$ cat src/rtl/mbar_pkg.sv
package mbar_pkg;
  typedef enum logic [1:0] {
    DOM_OUTER = 2'd0,
    DOM_NON   = 2'd1,
    DOM_INNER = 2'd2,
    DOM_SYS   = 2'd3
  } dom_e;

  typedef enum logic [1:0] {
    CLS_RSVD = 2'd0,
    CLS_RD   = 2'd1,
    CLS_WR   = 2'd2,
    CLS_ALL  = 2'd3
  } cls_e;

  localparam logic [19:0] BAR_HI = 20'hD5033;
  localparam logic [7:0]  BAR_LO = 8'hBF;

  localparam int unsigned N_KIND = 2;
  localparam int unsigned K_RD   = 0;
  localparam int unsigned K_WR   = 1;
endpackage

$ cat src/rtl/mbar_decode.sv
module mbar_decode
  import mbar_pkg::*;
(
  input  logic [31:0] instr_i,
  output logic        match_o,
  output dom_e        dom_o,
  output cls_e        cls_o
);
  logic [3:0] opt;

  assign opt     = instr_i[11:8];
  assign match_o = (instr_i[31:12] == BAR_HI) && (instr_i[7:0] == BAR_LO);

  always_comb begin
    dom_o = dom_e'(opt[3:2]);
    cls_o = cls_e'(opt[1:0]);
    if (opt[1:0] == 2'b00) begin
      dom_o = DOM_SYS;
      cls_o = CLS_ALL;
    end
  end
endmodule

$ cat src/rtl/mbar_ctr.sv
module mbar_ctr #(
  parameter int unsigned W = 4
) (
  input  logic         clk_i,
  input  logic         rst_ni,
  input  logic         inc_i,
  input  logic         dec_i,
  output logic [W-1:0] cnt_o,
  output logic         zero_o,
  output logic         full_o
);
  localparam logic [W-1:0] MAX = {W{1'b1}};

  logic [W-1:0] cnt_q;
  logic         dec_eff;

  assign dec_eff = dec_i && (cnt_q != '0);
  assign zero_o  = (cnt_q == '0);
  assign full_o  = (cnt_q == MAX);
  assign cnt_o   = cnt_q;

  always_ff @(posedge clk_i or negedge rst_ni) begin
    if (!rst_ni)                cnt_q <= '0;
    else if (inc_i && !dec_eff) cnt_q <= cnt_q + 1'b1;
    else if (!inc_i && dec_eff) cnt_q <= cnt_q - 1'b1;
  end


  no_overflow_chk: assert property (@(posedge clk_i) disable iff (!rst_ni)
    full_o |-> !(inc_i && !dec_i));

  zero_hold_chk: assert property (@(posedge clk_i) disable iff (!rst_ni)
    (zero_o && !inc_i) |=> zero_o);
endmodule

$ cat src/rtl/mbar_gate.sv
module mbar_gate
  import mbar_pkg::*;
#(
  parameter int unsigned CNT_W = 4
) (
  input  logic        clk_i,
  input  logic        rst_ni,
  input  logic        instr_valid_i,
  input  logic [31:0] instr_i,
  output logic        instr_ready_o,
  input  logic        ld_req_i,
  input  logic        st_req_i,
  output logic        ld_gnt_o,
  output logic        st_gnt_o,
  input  logic        rd_done_i,
  input  logic        wr_done_i,
  output logic        stall_o,
  output logic        bar_req_o,
  output logic [1:0]  bar_dom_o,
  output logic [1:0]  bar_cls_o
);
  logic             match;
  dom_e             dec_dom;
  cls_e             dec_cls;
  logic             pend_q;
  dom_e             dom_q;
  cls_e             cls_q;
  logic             retire, active, accept;
  logic             rd_ok, wr_ok;
  logic [N_KIND-1:0] inc, dec, zero, full;
  logic [N_KIND-1:0][CNT_W-1:0] cnt;

  mbar_decode u_dec (
    .instr_i (instr_i),
    .match_o (match),
    .dom_o   (dec_dom),
    .cls_o   (dec_cls)
  );

  assign inc[K_RD] = ld_gnt_o;
  assign inc[K_WR] = st_gnt_o;
  assign dec[K_RD] = rd_done_i;
  assign dec[K_WR] = wr_done_i;

  for (genvar k = 0; k < N_KIND; k++) begin : g_ctr
    mbar_ctr #(.W(CNT_W)) u_ctr (
      .clk_i  (clk_i),
      .rst_ni (rst_ni),
      .inc_i  (inc[k]),
      .dec_i  (dec[k]),
      .cnt_o  (cnt[k]),
      .zero_o (zero[k]),
      .full_o (full[k])
    );
  end

  assign rd_ok  = (cls_q == CLS_WR) || zero[K_RD];
  assign wr_ok  = (cls_q == CLS_RD) || zero[K_WR];
  assign retire = pend_q && rd_ok && wr_ok;
  assign active = pend_q && !retire;
  assign accept = instr_valid_i && match && !active;

  // loads pass only a write-class barrier
  assign ld_gnt_o = ld_req_i && !(active && cls_q != CLS_WR) && !full[K_RD];
  assign st_gnt_o = st_req_i && !active && !full[K_WR];

  assign instr_ready_o = !(active && match);
  assign stall_o       = active;
  assign bar_req_o     = retire;
  assign bar_dom_o     = dom_q;
  assign bar_cls_o     = cls_q;

  always_ff @(posedge clk_i or negedge rst_ni) begin
    if (!rst_ni) begin
      pend_q <= 1'b0;
      dom_q  <= DOM_SYS;
      cls_q  <= CLS_ALL;
    end else if (accept) begin
      pend_q <= 1'b1;
      dom_q  <= dec_dom;
      cls_q  <= dec_cls;
    end else if (retire) begin
      pend_q <= 1'b0;
    end
  end


  ready_stall_chk: assert property (@(posedge clk_i) disable iff (!rst_ni)
    !instr_ready_o |-> stall_o);

  st_block_chk: assert property (@(posedge clk_i) disable iff (!rst_ni)
    stall_o |-> !st_gnt_o);

  wr_bar_ld_pass_chk: assert property (@(posedge clk_i) disable iff (!rst_ni)
    (stall_o && bar_cls_o == CLS_WR && ld_req_i && cnt[K_RD] != {CNT_W{1'b1}}) |-> ld_gnt_o);

  retire_pulse_chk: assert property (@(posedge clk_i) disable iff (!rst_ni)
    $fell(stall_o) |-> bar_req_o);

  rsvd_full_chk: assert property (@(posedge clk_i) disable iff (!rst_ni)
    (bar_req_o && bar_cls_o == CLS_RSVD) |-> 1'b0);
endmodule

$ cat config.mk
export PLATFORM = sky130hd
export DESIGN_NAME = mbar_gate
export DESIGN_NICKNAME = d
export VERILOG_FILES = /design/src/rtl/mbar_pkg.sv /design/src/rtl/mbar_decode.sv /design/src/rtl/mbar_ctr.sv /design/src/rtl/mbar_gate.sv
export SDC_FILE = /design/constraint.sdc
export NUM_CORES = 1
export LEC_CHECK = 0
export ABC_AREA = 1
export BUFFER_PORTS_ARGS = -buffer_cell sky130_fd_sc_hd__buf_4
export CAP_MARGIN = 20
export CELL_PAD_IN_SITES_DETAIL_PLACEMENT = 1
export CELL_PAD_IN_SITES_GLOBAL_PLACEMENT = 1
export CORE_AREA = 8 8 66 68
export DETAILED_ROUTE_END_ITERATION = 10
export DIE_AREA = 0 0 74 76
export GPL_ROUTABILITY_DRIVEN = 0
export PLACE_DENSITY_LB_ADDON = 0.1
export SLEW_MARGIN = 30
export SYNTH_ARGS = -nofsm -noshare
export SYNTH_HDL_FRONTEND = slang
export SYNTH_HIERARCHICAL = 1
export SYNTH_SLANG_ARGS = --single-unit
$ cat constraint.sdc
create_clock -name clk_i -period 5.6 [get_ports clk_i]
set_clock_uncertainty 0.2 [all_clocks]
set_input_delay 0.28 -clock clk_i [delete_from_list [all_inputs] [get_ports clk_i]]
set_output_delay 0.28 -clock clk_i [all_outputs]
set_load 0.05 [all_outputs]
==> results.py, run 1 <==
metrics = {
    "run_status": {
        "result_of_the_run": "completed",
    },
    "logic_synthesis": {
        "synthesis.nets": 205,
        "biggest_area_contributors_in_the_synthesized_netlist": "sky130_fd_sc_hd__dfrtp_1 21%, sky130_fd_sc_hd__nand2_1 18%, sky130_fd_sc_hd__dfstp_2 9.6%",
        "synth.cell_area_um2": 1100,
        "synth_compound_gate_area_share_pct": 5.59,
        "postSynthAreaPerCell_um2": 6.94,
        "netlist.top_cell.by_area": "sky130_fd_sc_hd__dfrtp_1",
        "netlist-cell-type-count": 22,
        "synth_cells": 158,
        "synth_top_cell_area_share_pct": 20.5,
        "synthesis.yosys.warnings": 6,
        "synth_xor_xnor_area_share_pct": 3.20,
        "largest_family_of_logic_cells_by_synthesized_area": "simple AND/OR/NAND/NOR gates",
        "yosysSeqAreaShare_pct": 30.1,
        "multiplexer_fraction_of_the_synthesized_cell_area_pct": 0,
        "synth-seq-cells": 13,
        "synthSimpleGateAreaFrac_pct": 40.3,
        "yosys.area_share.adder_pct": 10.5,
    },
    "power": {
        "leakage_uw": 0.000832,
        "power_report.internal_total_uw": 319,
        "sw_frac_of_total_pct": 49.0,
        "power_density_nw_per_um2": 405,
        "power.net_switching_uw": 307,
        "part_of_the_power_in_combinational_logic_pct": 62.4,
        "pwr-share-clk_pct": 9.8,
        "max-vdd-ir-drop_mv": 0.0943,
        "seqPwrFrac_pct": 27.8,
        "design_power_total_uw": 626,
    },
    "cells_and_area": {
        "area_growth_pct": 41.0,
        "drive_above_1_share_pct": 35.7,
        "post-route-cell-area_um2": 1550,
        "layout.area.seq_um2": 330,
        "final_net_count": 258,
        "layoutNonFillerInstCount": 258,
        "antennaDiodeCount": 0,
        "final.fill_count": 463,
        "multiInputGateArea_um2": 653,
    },
    "sta": {
        "worst_pin_slew_ps": 256,
        "finalHoldViolCount": 0,
        "setup-violations-final": 0,
        "fin_crit_ps": 2640,
        "unrepaired_setup_endpoints_after_global_routing": "no",
        "timing_max_transition_violations_final": 0,
        "slew_headroom_pct": 82.9,
        "max_clock_freq_mhz": 379,
        "layout_worst_path_cycle_share_pct": 47.2,
        "fin_ws_ps": 2960,
        "setup_total_negative_slack_ps": 0,
    },
    "floorplan": {
        "core_um2": 3440,
        "chipWidth_um": 74,
        "floorplan.io_pins": 48,
        "floorplan.rows": 22,
        "die_h_um": 76,
        "die_area_um2": 5620,
        "initial_core_util_pct": 31.9,
    },
    "routing": {
        "detailedRoute.firstIterationViolations": 34,
        "drtPass1Iterations": 4,
        "routed_wl_um": 3010,
        "final_antenna_net_count": 0,
        "drc": 0,
        "average_via_count_per_standard_cell": 4.40,
        "wl_per_cell_um": 11.7,
        "via_count": 1134,
    },
    "global_route": {
        "global_route_wire_length_before_repair_um": 5370,
        "pin_count_of_the_biggest_net_entering_global_routing": 14,
        "initial_antenna_violation_count": 0,
        "grt_pass1_vias": 1260,
        "grt_overflow_total": 0,
        "globalRouteTotalUtil_pct": 11.8,
    },
    "placed_design": {
        "numPortBuffers": 47,
        "dpl_worst_slack_ps": 2920,
        "placed_cells": 253,
        "post-dp-hpwl_um": 2700,
        "placedInstanceArea_um2": 1510,
    },
    "critical_path": {
        "cp_slowest_cell": "sky130_fd_sc_hd__dfrtp_1",
        "critPathLaunchType": "flip-flop",
        "critical_path.cell_chain": "inv_1, nand4_1, inv_1, inv_2, nand2_2, nand3_4, nand2_4, nand2_1, nor2_1, ha_1, inv_1, ha_1, or2_0, nand2_1, nand2_1, nand3_1, nand2_1",
        "critical_path_required_ps": 5580,
        "worst_setup_path_end_kind": "flip-flop",
        "cpMostUsedCell": "sky130_fd_sc_hd__nand2_1",
        "critical_path.max_stage_delay_ps": 430,
        "worstPathArrival_ps": 2620,
        "crit_fanout": 7,
        "category_of_the_critical_setup_timing_path": "flip-flop to flip-flop",
    },
    "cts": {
        "worst_skew_pair.late_latency_ps": 280,
        "cts_htree_levels": 1,
        "cts_root_buffer": "sky130_fd_sc_hd__clkbuf_4",
        "tritoncts_clock_tree": "done",
        "clockBufferDepth": 2,
        "cts_made_buffers": 3,
        "clk_pin_slew_ps": 90,
        "cts.sink_count": 13,
        "cts.repair_timing.setup_buffer_count": 0,
    },
    "run": {
        "maximum_capacitance_violations": 0,
    },
    "hold_path": {
        "classification_of_the_worst_slack_hold_path": "input pin to flip-flop",
    },
}
## sequential cells by signal (all words and copies together) (netlist names)
name	flops
g_ctr.u_ctr/cnt_o	8
bar_cls_o	2
bar_dom_o	2
pend_q	1
## cell usage after synthesis
cell	number
sky130_fd_sc_hd__nor2_2	2
sky130_fd_sc_hd__nor2_1	13
sky130_fd_sc_hd__nand4_1	2
sky130_fd_sc_hd__nand3_1	9
sky130_fd_sc_hd__o21ai_0	4
sky130_fd_sc_hd__a21oi_1	3
sky130_fd_sc_hd__o21bai_1	2
sky130_fd_sc_hd__inv_2	7
sky130_fd_sc_hd__nand2_2	4
sky130_fd_sc_hd__inv_1	23
sky130_fd_sc_hd__dfstp_2	4
sky130_fd_sc_hd__a21boi_2	1
sky130_fd_sc_hd__nand3_4	1
sky130_fd_sc_hd__nor4_2	2
sky130_fd_sc_hd__xnor2_1	4
sky130_fd_sc_hd__fa_1	2
sky130_fd_sc_hd__or2_2	1
sky130_fd_sc_hd__ha_1	6
sky130_fd_sc_hd__nand2_1	54
sky130_fd_sc_hd__or2_0	2
sky130_fd_sc_hd__dfrtp_1	9
sky130_fd_sc_hd__nand2_4	3
## critical path: cells and delay by family (launching register included)
| kind | cells | cell delay, ps |
|---|---|---|
| DFF | 1 | 430 |
| and+or+nand+nor | 11 | 1050 |
| adders and majority gates | 2 | 510 |
| buffers and inverters | 4 | 340 |
## routing by layer
metal	up-vias	share of wire, %	global-route usage, %
met1	520	41	13.1
met5	-	0	0
li1	587	-	-
met4	0	0.90	4.20
met3	2	5.1	3.16
met2	25	52	20.3
## through the flow
| step | hold WS [ps] | utilization [%] |
|---|---|---|
| finish | 39.3 | 44.9 |
| global route | 29.7 | 44.9 |
| CTS | 37.2 | 44.9 |
| detailed placement | -58.3 | 43.9 |
| global placement | -60.5 | 43.9 |
| floorplan | -216 | - |
## power groups by stage
stage	clock (µW)	combinational [µW]	sequential (µW)
final	61.3	390	174
after global routing	71.0	449	181
after CTS	64.3	395	175
after detailed placement	0	394	177
after global placement	0	380	173
after floorplan	0	296	165
## cell type report
| cell class | instances | share of cell area (%) |
|---|---|---|
| Tap cell | 48 | 3.89 |
| Timing Repair Buffer | 48 | 23.5 |
| Inverter | 30 | 7.29 |
| Multi-Input combinational cell | 115 | 42.3 |
| Clock buffer | 4 | 1.70 |
| Sequential cell | 13 | 21.4 |
## cell usage in the layout, fill, tap and decap left out, types with 3 or more instances in the layout
| cell | n |
|---|---|
| sky130_fd_sc_hd__dfstp_2 | 4 |
| sky130_fd_sc_hd__a21oi_1 | 3 |
| sky130_fd_sc_hd__buf_4 | 47 |
| sky130_fd_sc_hd__nand2_2 | 4 |
| sky130_fd_sc_hd__inv_2 | 7 |
| sky130_fd_sc_hd__nand3_1 | 9 |
| sky130_fd_sc_hd__clkbuf_4 | 3 |
| sky130_fd_sc_hd__nand2_1 | 54 |
| sky130_fd_sc_hd__xnor2_1 | 4 |
| sky130_fd_sc_hd__dfrtp_1 | 9 |
| sky130_fd_sc_hd__nand2_4 | 3 |
| sky130_fd_sc_hd__o21ai_0 | 4 |
| sky130_fd_sc_hd__inv_1 | 23 |
| sky130_fd_sc_hd__nor2_1 | 13 |
| sky130_fd_sc_hd__ha_1 | 6 |
## cells by family (layout without fill, tap and decap cells)
group / Yosys count / after routing
AO/OA/AOI/OAI: 10 / 10
XOR/XNOR: 4 / 4
adder cells (fa/ha/maj): 8 / 8
buffers and inverters: 30 / 82
flip-flops: 13 / 13
AND/OR/NAND/NOR: 93 / 93
## worst paths after layout
check	from	endpoint	slack, ps	cells past startpoint
hold reg to reg	bar_dom_o[1]	bar_dom_o[1]	270	2
max in group asynchronous	rst_ni	bar_cls_o[1]	4790	2
setup reg to reg	g_ctr[1].u_ctr/cnt_o[1]	g_ctr[1].u_ctr/cnt_o[3]	2960	17
min in group asynchronous	rst_ni	g_ctr[1].u_ctr/cnt_o[0]	170	2
setup / recovery	g_ctr[1].u_ctr/cnt_o[1]	g_ctr[1].u_ctr/cnt_o[3]	2960	17
hold / removal	instr_valid_i	pend_q	40	3
## repair_timing
action                                 4_1_cts  5_1_grt
endpoints found under the hold margin       13        0
hold buffers                                 1        0
resized for setup                            0        0
Power figures use the tool's default switching activity.
==> inputs of run 2 (changes only) <==
- CORE_AREA: 8 8 66 68 -> 8 8 71 73
- DIE_AREA: 0 0 74 76 -> 0 0 79 81
- clock period: 5.6 -> 2.2 ns (I/O delays scaled with it)
==> run 2 against run 1 <==
The run now ends with negative setup slack left. Routed wire length is 31% higher. Highest routed layer unchanged. Largest cell class unchanged. Sequential power is 130% higher. Total power rose to 3.8 times the previous value. Non-clock buffer count is 43 higher. Sequential cell count is the same. Final area rose by 32%. Maximum frequency rose by 14%.
==> results.py, run 2 (synthesized netlist as in run 1, its figures left out) <==
metrics = {
    "critical_path": {
        "timing.reg2reg.setup_slack_ps": -110,
        "category_of_the_critical_setup_timing_path": "flip-flop to flip-flop",
        "worst_setup_path_end_kind": "flip-flop",
        "critical_path_required_ps": 2140,
        "crit_fanout": 4,
        "worstPathArrival_ps": 2250,
        "critPathLaunchType": "flip-flop",
    },
    "sta": {
        "timing_max_transition_violations_final": 0,
        "fin_ws_ps": -111,
        "setup_total_negative_slack_ps": -349,
        "layout_worst_path_cycle_share_pct": 105,
        "worst_pin_slew_ps": 334,
        "max_clock_freq_mhz": 433,
        "unrepaired_setup_endpoints_after_global_routing": "yes",
        "fin_crit_ps": 2310,
        "hold-worst-slack_ps": 16.5,
        "finalHoldViolCount": 0,
        "slew_headroom_pct": 77.6,
        "setup-violations-final": 6,
    },
    "floorplan": {
        "die_h_um": 81,
        "core_um2": 3910,
        "floorplan.rows": 23,
        "chipWidth_um": 79,
        "floorplan.io_pins": 48,
        "initial_core_util_pct": 28.0,
        "die_area_um2": 6400,
    },
    "routing": {
        "detailedRoute.firstIterationViolations": 38,
        "wl_per_cell_um": 13.0,
        "via_count": 1330,
        "drtPass1Iterations": 2,
        "average_via_count_per_standard_cell": 4.39,
        "final_antenna_net_count": 0,
        "routed_wl_um": 3950,
        "drc": 0,
    },
    "global_route": {
        "grt_overflow_total": 0,
        "global_route_wire_length_before_repair_um": 6220,
        "globalRouteTotalUtil_pct": 12.0,
        "pin_count_of_the_biggest_net_entering_global_routing": 14,
        "initial_antenna_violation_count": 0,
        "grt_pass1_vias": 1486,
    },
    "cts": {
        "cts_made_buffers": 3,
        "cts.sink_count": 13,
        "cts_htree_levels": 1,
        "clockBufferDepth": 2,
        "cts_root_buffer": "sky130_fd_sc_hd__clkbuf_8",
        "worst_skew_pair.late_latency_ps": 250,
        "tritoncts_clock_tree": "done",
        "clk_pin_slew_ps": 60,
    },
    "power": {
        "max-vdd-ir-drop_mv": 0.630,
        "power_density_nw_per_um2": 1160,
        "leakage_uw": 0.00108,
    },
    "hold_path": {
        "classification_of_the_worst_slack_hold_path": "input pin to flip-flop",
    },
    "run_status": {
        "result_of_the_run": "complete, but fails checks",
        "violations": "negative setup slack",
    },
    "cells_and_area": {
        "antennaDiodeCount": 0,
        "final_net_count": 301,
        "drive_above_1_share_pct": 53.0,
        "most_used_cells_in_the_layout_excluding_fill_and_tap_cells": "84 x sky130_fd_sc_hd__buf_4, 52 x sky130_fd_sc_hd__nand2_1, 16 x sky130_fd_sc_hd__inv_1",
        "final.fill_count": 504,
        "final_common_cell": "sky130_fd_sc_hd__buf_4",
        "area_growth_pct": 86.8,
        "post-route-cell-area_um2": 2050,
        "largest_reg_flops": 8,
        "finalCoreUtilization_pct": 52.3,
    },
    "placed_design": {
        "dpl_worst_slack_ps": -133,
        "placedInstanceArea_um2": 1820,
        "numPortBuffers": 47,
        "post-dp-hpwl_um": 3270,
    },
    "run": {
        "maximum_capacitance_violations": 0,
    },
}
run 2: worst paths after layout:
check | startpoint | end | cells after the start
min reg2reg | bar_dom_o[0] | bar_dom_o[0] | 2
max | bar_cls_o[0] | g_ctr[0].u_ctr/cnt_o[3] | 14
min | instr_i[11] | bar_dom_o[1] | 4
max reg2reg | bar_cls_o[0] | g_ctr[0].u_ctr/cnt_o[3] | 14
max in group asynchronous | rst_ni | bar_cls_o[1] | 2
min in group asynchronous | rst_ni | pend_q | 2
run 2: layer usage:
layer,vias to the layer above,GRT usage (%),wire length [µm]
met5,-,0,0
met4,0,1.48,9
met3,2,3.75,186
met2,23,25.6,2330
met1,635,10.8,1420
li1,670,-,-
run 2: final cells by class:
class / count / area (µm²) / area share, %
flip-flops and latches: 13 / 334 / 16.3
inverters: 30 / 120 / 5.87
well taps: 50 / 62.6 / 3.06
repair buffers: 91 / 703 / 34.4
multi-input cells: 115 / 782 / 38.2
clock buffers: 4 / 45.0 / 2.20
run 2: timing repair:
item | CTS | global route
pin swaps | 13 | 13
endpoints found under the hold margin | 17 | 0
buffers inserted | 9 | 2
setup endpoints to repair | 6 | 6
gates cloned | 0 | 0
hold buffers | 5 | 0
resized for setup | 6 | 6
run 2: worst max-delay path, stage by stage, from the launching register on:
cell	delay [ps]
sky130_fd_sc_hd__dfstp_2	560
sky130_fd_sc_hd__inv_2	50
sky130_fd_sc_hd__nand2_4	70
sky130_fd_sc_hd__nand2_4	60
sky130_fd_sc_hd__buf_6	110
sky130_fd_sc_hd__a21boi_4	180
sky130_fd_sc_hd__a21oi_4	90
sky130_fd_sc_hd__ha_4	180
sky130_fd_sc_hd__inv_6	70
sky130_fd_sc_hd__ha_4	200
sky130_fd_sc_hd__or2_0	190
sky130_fd_sc_hd__nand2_1	70
sky130_fd_sc_hd__nand2_1	40
sky130_fd_sc_hd__nand3_1	60
sky130_fd_sc_hd__nand2_1	50
run 2: through the flow:
stage / cells / total power, µW
global route: 303 / 2590
floorplan: 158 / 1310
finish: 303 / 2380
CTS: 301 / 2290
detailed placement: 283 / 1920
global placement: 283 / 1840
run 2: power by group:
part,internal [µW],leakage [µW],switching (µW),total [µW]
clock,128,0.0000228,93.2,221
sequential,331,0.000150,68.6,400
combinational,925,0.000905,838,1760
total,1380,0.00108,1000,2380
